`config.mk`:
```
export PLATFORM = sky130hd
export DESIGN_NAME = linebuf_win3
export DESIGN_NICKNAME = d
export VERILOG_FILES = /design/src/rtl/linebuf_pkg.sv /design/src/rtl/lbw_ctrl.sv /design/src/rtl/lbw_rowstore.sv /design/src/rtl/lbw_winshift.sv /design/src/rtl/linebuf_win3.sv
export SDC_FILE = /design/constraint.sdc
export NUM_CORES = 1
export LEC_CHECK = 0
export CAP_MARGIN = 10
export CORE_AREA = 4 4 156 158
export CTS_CLUSTER_SIZE = 10
export DETAILED_ROUTE_END_ITERATION = 8
export DIE_AREA = 0 0 160 162
export DONT_BUFFER_PORTS = 1
export GPL_ROUTABILITY_DRIVEN = 0
export PLACE_DENSITY = 0.74
export REMOVE_ABC_BUFFERS = 1
export SLEW_MARGIN = 20
export SYNTH_ARGS = -nofsm -noshare
export SYNTH_HDL_FRONTEND = slang
export SYNTH_SLANG_ARGS = --single-unit
```
`constraint.sdc`:
```
create_clock -name clk -period 7.2 [get_ports clk]
set_input_delay 1.08 -clock clk [delete_from_list [all_inputs] [get_ports clk]]
set_output_delay 1.08 -clock clk [all_outputs]
set_load 0.01 [all_outputs]
```
`src/rtl/linebuf_pkg.sv`:
```
package linebuf_pkg;
  localparam int unsigned WIN_N = 3;

  typedef enum logic {PH_LOAD = 1'b0, PH_SCAN = 1'b1} phase_e;

  // modulo-3 sum of two slot indices
  function automatic logic [1:0] slot_add(input logic [1:0] a, input logic [1:0] b);
    logic [2:0] s;
    s = {1'b0, a} + {1'b0, b};
    if (s >= 3'd3) s = s - 3'd3;
    return s[1:0];
  endfunction
endpackage

```
`src/rtl/lbw_ctrl.sv`:
```
module lbw_ctrl
  import linebuf_pkg::*;
#(
  parameter int unsigned IMG_W = 8,
  parameter int unsigned IMG_H = 6,
  localparam int unsigned AW = $clog2(IMG_W),
  localparam int unsigned CW = $clog2(IMG_W + 1),
  localparam int unsigned RW = $clog2(IMG_H + 1)
) (
  input  logic          clk,
  input  logic          rst_n,
  input  logic          in_valid,
  input  logic          win_ready,
  output logic          in_ready,
  output logic          win_valid,
  output logic          wr_en,
  output logic [1:0]    wr_slot,
  output logic [AW-1:0] wr_addr,
  output logic [AW-1:0] rd_addr,
  output logic          shift_en,
  output logic          clr,
  output logic [1:0]    head,
  output logic [1:0]    fill
);
  phase_e        ph_q, ph_n;
  logic [AW-1:0] wcol_q, wcol_n;
  logic [CW-1:0] cnt_q, cnt_n;
  logic [RW-1:0] frow_q, frow_n;
  logic [1:0]    fill_q, fill_n, head_q, head_n;
  logic          acc, adv, row_done;

  always_comb begin
    in_ready  = (ph_q == PH_LOAD);
    win_valid = (ph_q == PH_SCAN) && (cnt_q >= CW'(WIN_N));
    acc       = in_valid && in_ready;
    adv       = (ph_q == PH_SCAN) && (!win_valid || win_ready);
    shift_en  = adv && (cnt_q < CW'(IMG_W));
    row_done  = adv && (cnt_q == CW'(IMG_W));
    clr       = row_done;
    wr_en     = acc;
    wr_slot   = slot_add(head_q, fill_q);
    wr_addr   = wcol_q;
    rd_addr   = AW'(cnt_q);
    head      = head_q;
    fill      = fill_q;

    ph_n   = ph_q;
    wcol_n = wcol_q;
    cnt_n  = cnt_q;
    frow_n = frow_q;
    fill_n = fill_q;
    head_n = head_q;
    if (acc) begin
      if (wcol_q == AW'(IMG_W - 1)) begin
        wcol_n = '0;
        fill_n = fill_q + 2'd1;
        frow_n = frow_q + RW'(1);
        if (fill_q == 2'd2) ph_n = PH_SCAN;
      end else begin
        wcol_n = wcol_q + AW'(1);
      end
    end
    if (shift_en) cnt_n = cnt_q + CW'(1);
    if (row_done) begin
      cnt_n = '0;
      ph_n  = PH_LOAD;
      if (frow_q == RW'(IMG_H)) begin
        fill_n = 2'd0;
        frow_n = '0;
      end else begin
        fill_n = 2'd2;
        head_n = slot_add(head_q, 2'd1);
      end
    end
  end

  always_ff @(posedge clk or negedge rst_n) begin
    if (!rst_n) begin
      ph_q   <= PH_LOAD;
      wcol_q <= '0;
      cnt_q  <= '0;
      frow_q <= '0;
      fill_q <= 2'd0;
      head_q <= 2'd0;
    end else begin
      ph_q   <= ph_n;
      wcol_q <= wcol_n;
      cnt_q  <= cnt_n;
      frow_q <= frow_n;
      fill_q <= fill_n;
      head_q <= head_n;
    end
  end
endmodule

```
`src/rtl/lbw_rowstore.sv`:
```
module lbw_rowstore
  import linebuf_pkg::*;
#(
  parameter int unsigned IMG_W = 8,
  parameter int unsigned PIX_W = 8,
  localparam int unsigned AW = $clog2(IMG_W)
) (
  input  logic                        clk,
  input  logic                        wr_en,
  input  logic [1:0]                  wr_slot,
  input  logic [AW-1:0]               wr_addr,
  input  logic [PIX_W-1:0]            wr_data,
  input  logic [AW-1:0]               rd_addr,
  input  logic [1:0]                  head,
  output logic [WIN_N-1:0][PIX_W-1:0] col_o
);
  logic [PIX_W-1:0] rd_col [WIN_N];

  for (genvar s = 0; s < WIN_N; s++) begin : g_line
    logic [PIX_W-1:0] mem [IMG_W];
    always_ff @(posedge clk) begin
      if (wr_en && (wr_slot == 2'(s))) mem[wr_addr] <= wr_data;
    end
    assign rd_col[s] = mem[rd_addr];
  end

  // logical row r (0 = oldest) lives in physical store head+r
  always_comb begin
    for (int r = 0; r < WIN_N; r++) col_o[r] = rd_col[slot_add(head, 2'(r))];
  end
endmodule

```
`src/rtl/lbw_winshift.sv`:
```
module lbw_winshift
  import linebuf_pkg::*;
#(
  parameter int unsigned PIX_W = 8
) (
  input  logic                              clk,
  input  logic                              rst_n,
  input  logic                              shift_en,
  input  logic                              clr,
  input  logic [WIN_N-1:0][PIX_W-1:0]       col_i,
  output logic [WIN_N*WIN_N-1:0][PIX_W-1:0] win_o
);
  logic [WIN_N*WIN_N-1:0][PIX_W-1:0] win_q, win_n;

  always_comb begin
    win_n = win_q;
    if (clr) begin
      win_n = '0;
    end else if (shift_en) begin
      for (int r = 0; r < WIN_N; r++) begin
        for (int c = 0; c < WIN_N - 1; c++) win_n[r*WIN_N + c] = win_q[r*WIN_N + c + 1];
        win_n[r*WIN_N + WIN_N - 1] = col_i[r];
      end
    end
  end

  always_ff @(posedge clk or negedge rst_n) begin
    if (!rst_n) win_q <= '0;
    else        win_q <= win_n;
  end

  assign win_o = win_q;
endmodule

```
`src/rtl/linebuf_win3.sv`:
```
module linebuf_win3
  import linebuf_pkg::*;
#(
  parameter int unsigned IMG_W = 8,
  parameter int unsigned IMG_H = 6,
  parameter int unsigned PIX_W = 8
) (
  input  logic                 clk,
  input  logic                 rst_n,
  input  logic                 in_valid,
  output logic                 in_ready,
  input  logic [PIX_W-1:0]     in_pixel,
  input  logic                 win_ready,
  output logic                 win_valid,
  output logic [9*PIX_W-1:0]   win_pix
);
  localparam int unsigned AW = $clog2(IMG_W);

  logic                              wr_en, shift_en, clr;
  logic [1:0]                        wr_slot, head_w, fill_w;
  logic [AW-1:0]                     wr_addr, rd_addr;
  logic [WIN_N-1:0][PIX_W-1:0]       col;
  logic [WIN_N*WIN_N-1:0][PIX_W-1:0] win;

  lbw_ctrl #(.IMG_W(IMG_W), .IMG_H(IMG_H)) i_ctrl (
    .clk(clk), .rst_n(rst_n), .in_valid(in_valid), .win_ready(win_ready),
    .in_ready(in_ready), .win_valid(win_valid), .wr_en(wr_en), .wr_slot(wr_slot),
    .wr_addr(wr_addr), .rd_addr(rd_addr), .shift_en(shift_en), .clr(clr),
    .head(head_w), .fill(fill_w)
  );

  lbw_rowstore #(.IMG_W(IMG_W), .PIX_W(PIX_W)) i_store (
    .clk(clk), .wr_en(wr_en), .wr_slot(wr_slot), .wr_addr(wr_addr),
    .wr_data(in_pixel), .rd_addr(rd_addr), .head(head_w), .col_o(col)
  );

  lbw_winshift #(.PIX_W(PIX_W)) i_win (
    .clk(clk), .rst_n(rst_n), .shift_en(shift_en), .clr(clr),
    .col_i(col), .win_o(win)
  );

  assign win_pix = win;
endmodule

```
# Yosys cells after proc, flatten, opt, wreduce, memory -nomap -nowiden
# Memory sizes are Yosys's and may differ from the RTL's.
# Cells that the tools add are included.
[classes]
n_addsub = 11
n_mul = 0
n_div = 0
magnitude_cmp = 9
eq_ne = 6
shifts = 0
muxes = 36
n_bitwise = 5
n_reduce_logical = 18
[ops]
columns = ["operator", "n"]
rows = [
  ["$mux W72", 2],
  ["$bmux W8 S2", 3],
  ["$mux W8", 6],
  ["$mux W2", 8],
  ["$mux W3", 5],
  ["$mux W1", 10],
  ["$ge A3 B2 Y1 const B", 3],
  ["$ge A3 B3 Y1 const B", 3],
  ["$not A2 Y3", 3],
  ["$logic_and A1 B1 Y1", 8],
  ["$mux W4", 2],
  ["$reduce_bool A2 Y1", 4],
  ["$sub A2 B2 Y2 const B", 4],
  ["$add A3 B1 Y3 const B", 2],
  ["$eq A3 B3 Y1 const B", 2],
  ["$add A4 B1 Y4 const B", 1],
  ["$eq A2 B2 Y1 const B", 2],
  ["$eq A4 B4 Y1 const B", 1],
  ["$ge A4 B2 Y1 const B", 1],
  ["$lt A4 B4 Y1 const B", 1],
  ["$reduce_and A2 Y1", 2],
  ["$add A2 B1 Y3 const B", 1],
  ["$add A2 B2 Y3", 1],
  ["$add A2 B2 Y3 const B", 1],
  ["8 further kinds", 9],
]
[word_totals]
regBits = 87
latch_bits = 0
ram_bits = 192
mem_bits_ro = 0
inputBits = 12
output_inout_bits = 74
word_cells = 103
memories = 3
[mem_list]
columns = ["memory", "words", "width", "read_ports", "rd_clocked_by_memory_dff", "write_ports", "line_no", "text"]
rows = [
  ["i_store.g_line[0].mem", 8, 8, 1, 0, 1, "lbw_rowstore.sv:20", "logic [PIX_W-1:0] mem [IMG_W];"],
  ["i_store.g_line[1].mem", 8, 8, 1, 0, 1, "lbw_rowstore.sv:20", ""],
  ["i_store.g_line[2].mem", 8, 8, 1, 0, 1, "lbw_rowstore.sv:20", ""],
]

# Depth between registers and ports, before layout
[depth]
ltp_word = 9
mapped_depth = 10
ltp_nobuf = 9

# Modules after synthesis
# A second synthesis with hierarchy kept.
[unflattened]
cells_unflattened = 728
area_unflattened_um2 = 11805.1
[modules_own_cells]
columns = ["mod", "n_inst", "cells_each", "area_per_inst_um2", "seq_area_each_um2"]
rows = [
  ["lbw_rowstore", 1, 407, 7916.3, 5765.5],
  ["lbw_winshift", 1, 232, 2940.3, 1801.7],
  ["lbw_ctrl", 1, 89, 948.4, 375.4],
]

# Least setup slack after synthesis
# OpenSTA, ideal clock, no wires.
[synth_path]
path_type = "reg-to-reg"
startpoint = "reg i_ctrl.head_q[0] (netlist: i_ctrl.head[0])"
endpoint = "mem i_store.g_line[1].mem[0][0] (enable)"
setup_ps = 370
arrival_ps = 2228
required_time_ps = 6830
slack_ps = 4602
stages_incl_launch_ff = 10
n_path_buf = 0
period_less_slack_ps = 2598
cell_sequence = "dfrtp_1 > ha_1 > inv_1 > fa_1 > inv_1 > ha_1 > nor2b_1 > and3_1 > o21ai_1 > nor2_1"
[synth_between]
elab_chain_len = 7
elab_cells_between_ends = 8
cone_classes = "2 x add/sub; 1 x order compare; 1 x eq/ne; 3 x mux; 1 x reduce/logical"
[synth_lines]
columns = ["item", "line_no", "text"]
rows = [
  ["from (decl)", "lbw_ctrl.sv:29", "logic [1:0] fill_q, fill_n, head_q, head_n;"],
  ["from (signal assigned)", "lbw_ctrl.sv:91", "head_q <= head_n;"],
  ["$add A2 B2 Y3 *", "linebuf_pkg.sv:9", "s = {1'b0, a} + {1'b0, b};"],
  ["$ge A3 B2 Y1 or $sub A2 B2 Y2 (tied branches)", "linebuf_pkg.sv:10", "if (s >= 3'd3) s = s - 3'd3;"],
  ["$mux W2 *", "linebuf_pkg.sv:10", ""],
  ["$eq A2 B1 Y1 *", "lbw_rowstore.sv:22", "if (wr_en && (wr_slot == 2'(s))) mem[wr_addr] <= wr_data;"],
  ["$logic_and A1 B1 Y1 *", "lbw_rowstore.sv:22", ""],
  ["$mux W1 *", "lbw_rowstore.sv:22", ""],
  ["$mux W1 (implied by the code) *", "lbw_rowstore.sv:22", ""],
  ["to (decl)", "lbw_rowstore.sv:20", ""],
]
# Every way passes the cells marked *; elsewhere a longest branch is shown, timed or not.

# Final worst setup path
[layout_path]
startpoint = "reg i_ctrl.cnt_q[1]"
endpoint = "out win_valid"
[layout_between]
elab_chain_len = 2
[layout_lines]
columns = ["item", "line_no", "text"]
rows = [
  ["from (decl)", "lbw_ctrl.sv:27", "logic [CW-1:0] cnt_q, cnt_n;"],
  ["from (signal assigned)", "lbw_ctrl.sv:88", "cnt_q <= cnt_n;"],
  ["$ge A4 B2 Y1", "lbw_ctrl.sv:34", "win_valid = (ph_q == PH_SCAN) && (cnt_q >= CW'(WIN_N));"],
  ["$logic_and A1 B1 Y1", "lbw_ctrl.sv:34", ""],
  ["to (decl)", "linebuf_win3.sv:14", "output logic win_valid,"],
]
# No other way between the ends.

==> summary.json <==
{
  "clock_network": {
    "path_clk_slew_ns": 0.06,
    "ctsResizeCount": 0,
    "clk_root_buffer_cell": "sky130_fd_sc_hd__clkbuf_16",
    "cts_buffer_depth": 3,
    "cts_tree": "done",
    "clock_latency_ns": 0.54,
    "postCtsSetupBuffers": 0,
    "cts_hold_buffers": 0,
    "tritoncts.num_buffers": 31,
    "cts_max_level": 1,
    "cts_sinks": 279
  },
  "status": {
    "run_status": "finished clean"
  },
  "finish": {
    "layout-drive-gt1-share": 0.133,
    "area_growth_syn_to_layout_pct": 9.47,
    "final_net_count": 682,
    "fill_cells": 1745,
    "finish.utilization": 0.535,
    "multi_input_area_um2": 3110,
    "final_area_um2": 12400,
    "mostFrequentLayoutCell": "sky130_fd_sc_hd__edfxtp_1",
    "n_antenna_cell": 0,
    "finish.cell_count_without_fillers": 968,
    "layout.area.seq_um2": 7950,
    "mostFrequentLayoutCells": "sky130_fd_sc_hd__edfxtp_1, sky130_fd_sc_hd__dfrtp_1, sky130_fd_sc_hd__a22o_1, sky130_fd_sc_hd__mux2i_1"
  },
  "timing": {
    "setup_viol": 0,
    "worst_relative_slew_slack": 0.329,
    "layout_worst_path_cycle_share": 0.447,
    "fmax_ghz": 0.311,
    "final.setup.worst_slack_ns": 3.98,
    "final.setup.tns_ns": 0,
    "finalWorstPathRequiredPeriod_ns": 3.22,
    "timing.clock.skew_ns": 0.00941,
    "slew_violations": 0,
    "setup_repair_after_global_routing_missed_its_margin": "no",
    "worst_slew_pin_slew_ns": 1.01,
    "finalHoldViolations": 0
  },
  "global_routing": {
    "grt.overflow.total": 0,
    "pin_count_of_the_biggest_net_entering_global_routing": 88,
    "grtUsageTotal": 0.183,
    "antenna_found_initial": 0,
    "number_of_global_route_vias_before_repair": 6189,
    "first_pass_grt_wire_length_um": 37000
  },
  "floorplan": {
    "die_width_um": 160,
    "num_rows": 56,
    "floorplan.die_area_um2": 25900,
    "placeableCoreArea_um2": 23100,
    "die-height_um": 162,
    "num_io_pins": 86,
    "floorplan.initialDensity": 0.488
  },
  "worst_setup_path": {
    "worst_ep_required_ns": 6.12,
    "slowest_stage": "sky130_fd_sc_hd__dfrtp_2",
    "gate_family_responsible_for_the_most_delay_along_the_worst_path": "flip-flops",
    "worst_path_arrival_time_ns": 2.14,
    "crit_path_start_kind": "register",
    "worst-path-buf-inv": 0,
    "crit_type": "register to output pin",
    "worstPathCellList": "ha_1 > nor3_1 > nor2_1",
    "setup.worst_path.end_class": "output pin",
    "crit_path_max_fanout": 39,
    "cpPeakStageDelay_ns": 0.94
  },
  "yosys": {
    "synth_enable_flop_cells": 192,
    "dominantRegCellSynth": "sky130_fd_sc_hd__edfxtp_1",
    "synth-seq-area-share": 0.703,
    "post_synth_num_cell_types": 43,
    "async_reset_ff_frac": 0.312,
    "ys_warn_count": 0,
    "cell_area_after_technology_mapping_um2": 11300,
    "number_of_synthesized_register_bits": 279,
    "syn_avg_cell_area_um2": 17.1,
    "synthCells": 662
  },
  "place": {
    "post-place-ws_ns": 4.06,
    "placedInstanceArea_um2": 11500,
    "placed_cells": 914,
    "total_half_perimeter_wirelength_after_legalization_and_detailed_placement_um": 15700,
    "placement.io_buffers": 0
  },
  "power_and_ir_drop": {
    "worst_ir_drop_vdd_uv": 278,
    "power.density_nw_per_um2": 460,
    "power.leakage_nw": 4.40
  },
  "drt": {
    "viasPerCell": 6.32,
    "drt-wirelength-per-cell_um": 24.7,
    "dr.pass1.iters": 5,
    "final_antenna_net_count": 0,
    "route.vias.total": 6121,
    "drc": 0,
    "routed_wirelength_um": 23900,
    "first_iter_violations": 711
  },
  "flow_run": {
    "max-cap-violations": 0
  },
  "min_path": {
    "min_path_type": "input port to async pin"
  }
}
[Yosys cell counts, drive strengths merged (9+ instances only)]
library cell | number | area share
edfxtp | 192 | 0.51
dfrtp | 87 | 0.19
a22o | 48 | 0.037
nor2 | 33 | 0.011
mux2i | 32 | 0.028
mux4 | 32 | 0.068
buf | 27 | 0.014
o22ai | 24 | 0.013
o2bb2ai | 24 | 0.019
mux2 | 23 | 0.023
a41oi | 22 | 0.017
nand2 | 20 | 0.0066
clkbuf | 14 | 0.0047
ha | 11 | 0.012
inv | 11 | 0.0037
a22oi | 9 | 0.0060
[sequential cells by signal, summed over array words and instances (netlist names)]
signal              cells
i_ctrl.wr_addr          3
i_ctrl.head             2
i_win.win_o            72
i_ctrl.cnt_q            4
i_ctrl.frow_q           3
i_ctrl.fill             2
i_store.g_line.mem    192
i_ctrl.ph_q             1
[power breakdown]
group	internal (mW)	switching (mW)
registers	2.07	0.468
clock network	0.794	0.560
logic	0.805	0.992
total	3.67	2.02
[worst paths after layout]
path / from / endpoint / slack (ns) / depth (start not counted)
max: i_ctrl.cnt_q[1] / win_valid / 3.98 / 3
min: rst_n / i_win.win_o[26] / 0.23 / 0
max reg2reg: i_ctrl.head[0] / i_store.g_line[1].mem[7][4] / 4.02 / 9
min reg2reg: i_ctrl.cnt_q[3] / i_ctrl.cnt_q[3] / 0.55 / 2
max in group asynchronous: rst_n / i_win.win_o[69] / 6.86 / 0
min in group clk: i_ctrl.cnt_q[3] / i_ctrl.cnt_q[3] / 0.55 / 2
[metal layers]
layer / track usage / up-vias / part of all wire
met5: 0 / - / 0
met2: 0.291 / 308 / 0.47
met3: 0.0525 / 57 / 0.092
li1: - / 2669 / -
met1: 0.248 / 3087 / 0.41
met4: 0.0551 / 0 / 0.031
[area by class of cell]
cell class                      instances  area share
Sequential cell                       279       0.643
Multi-Input combinational cell        331       0.252
Clock buffer                           53      0.0694
Tap cell                              290      0.0293
Timing Repair Buffer                    4     0.00344
Inverter                               11     0.00334
[through the flow]
step | hold WS [ns] | power, mW
6_report | 0.233 | 5.69
5_1_grt | 0.212 | 5.97
4_1_cts | 0.217 | 5.68
3_5_place_dp | 0.535 | 4.31
3_3_place_gp | 0.513 | 4.23
2_1_floorplan | 0.491 | 3.78
[worst reg2reg max path: stages, from the launching register on]
cell	delay (ns)
sky130_fd_sc_hd__dfrtp_1	0.39
sky130_fd_sc_hd__ha_1	0.18
sky130_fd_sc_hd__inv_1	0.05
sky130_fd_sc_hd__fa_1	0.56
sky130_fd_sc_hd__inv_1	0.06
sky130_fd_sc_hd__ha_1	0.19
sky130_fd_sc_hd__nor2b_1	0.24
sky130_fd_sc_hd__and3_1	0.20
sky130_fd_sc_hd__o21ai_1	0.26
sky130_fd_sc_hd__nor2_1	0.67
[logic make-up after synthesis]
kind of cell / Yosys count / share of synthesized area
fa+ha+maj: 12 / 0.0140
buf+inv: 52 / 0.0226
xor+xnor: 3 / 0.00233
flops: 279 / 0.703
compound gates: 143 / 0.101
mux: 87 / 0.119
simple gates: 86 / 0.0373
Note: power is estimated with default switching activity, not from simulation.
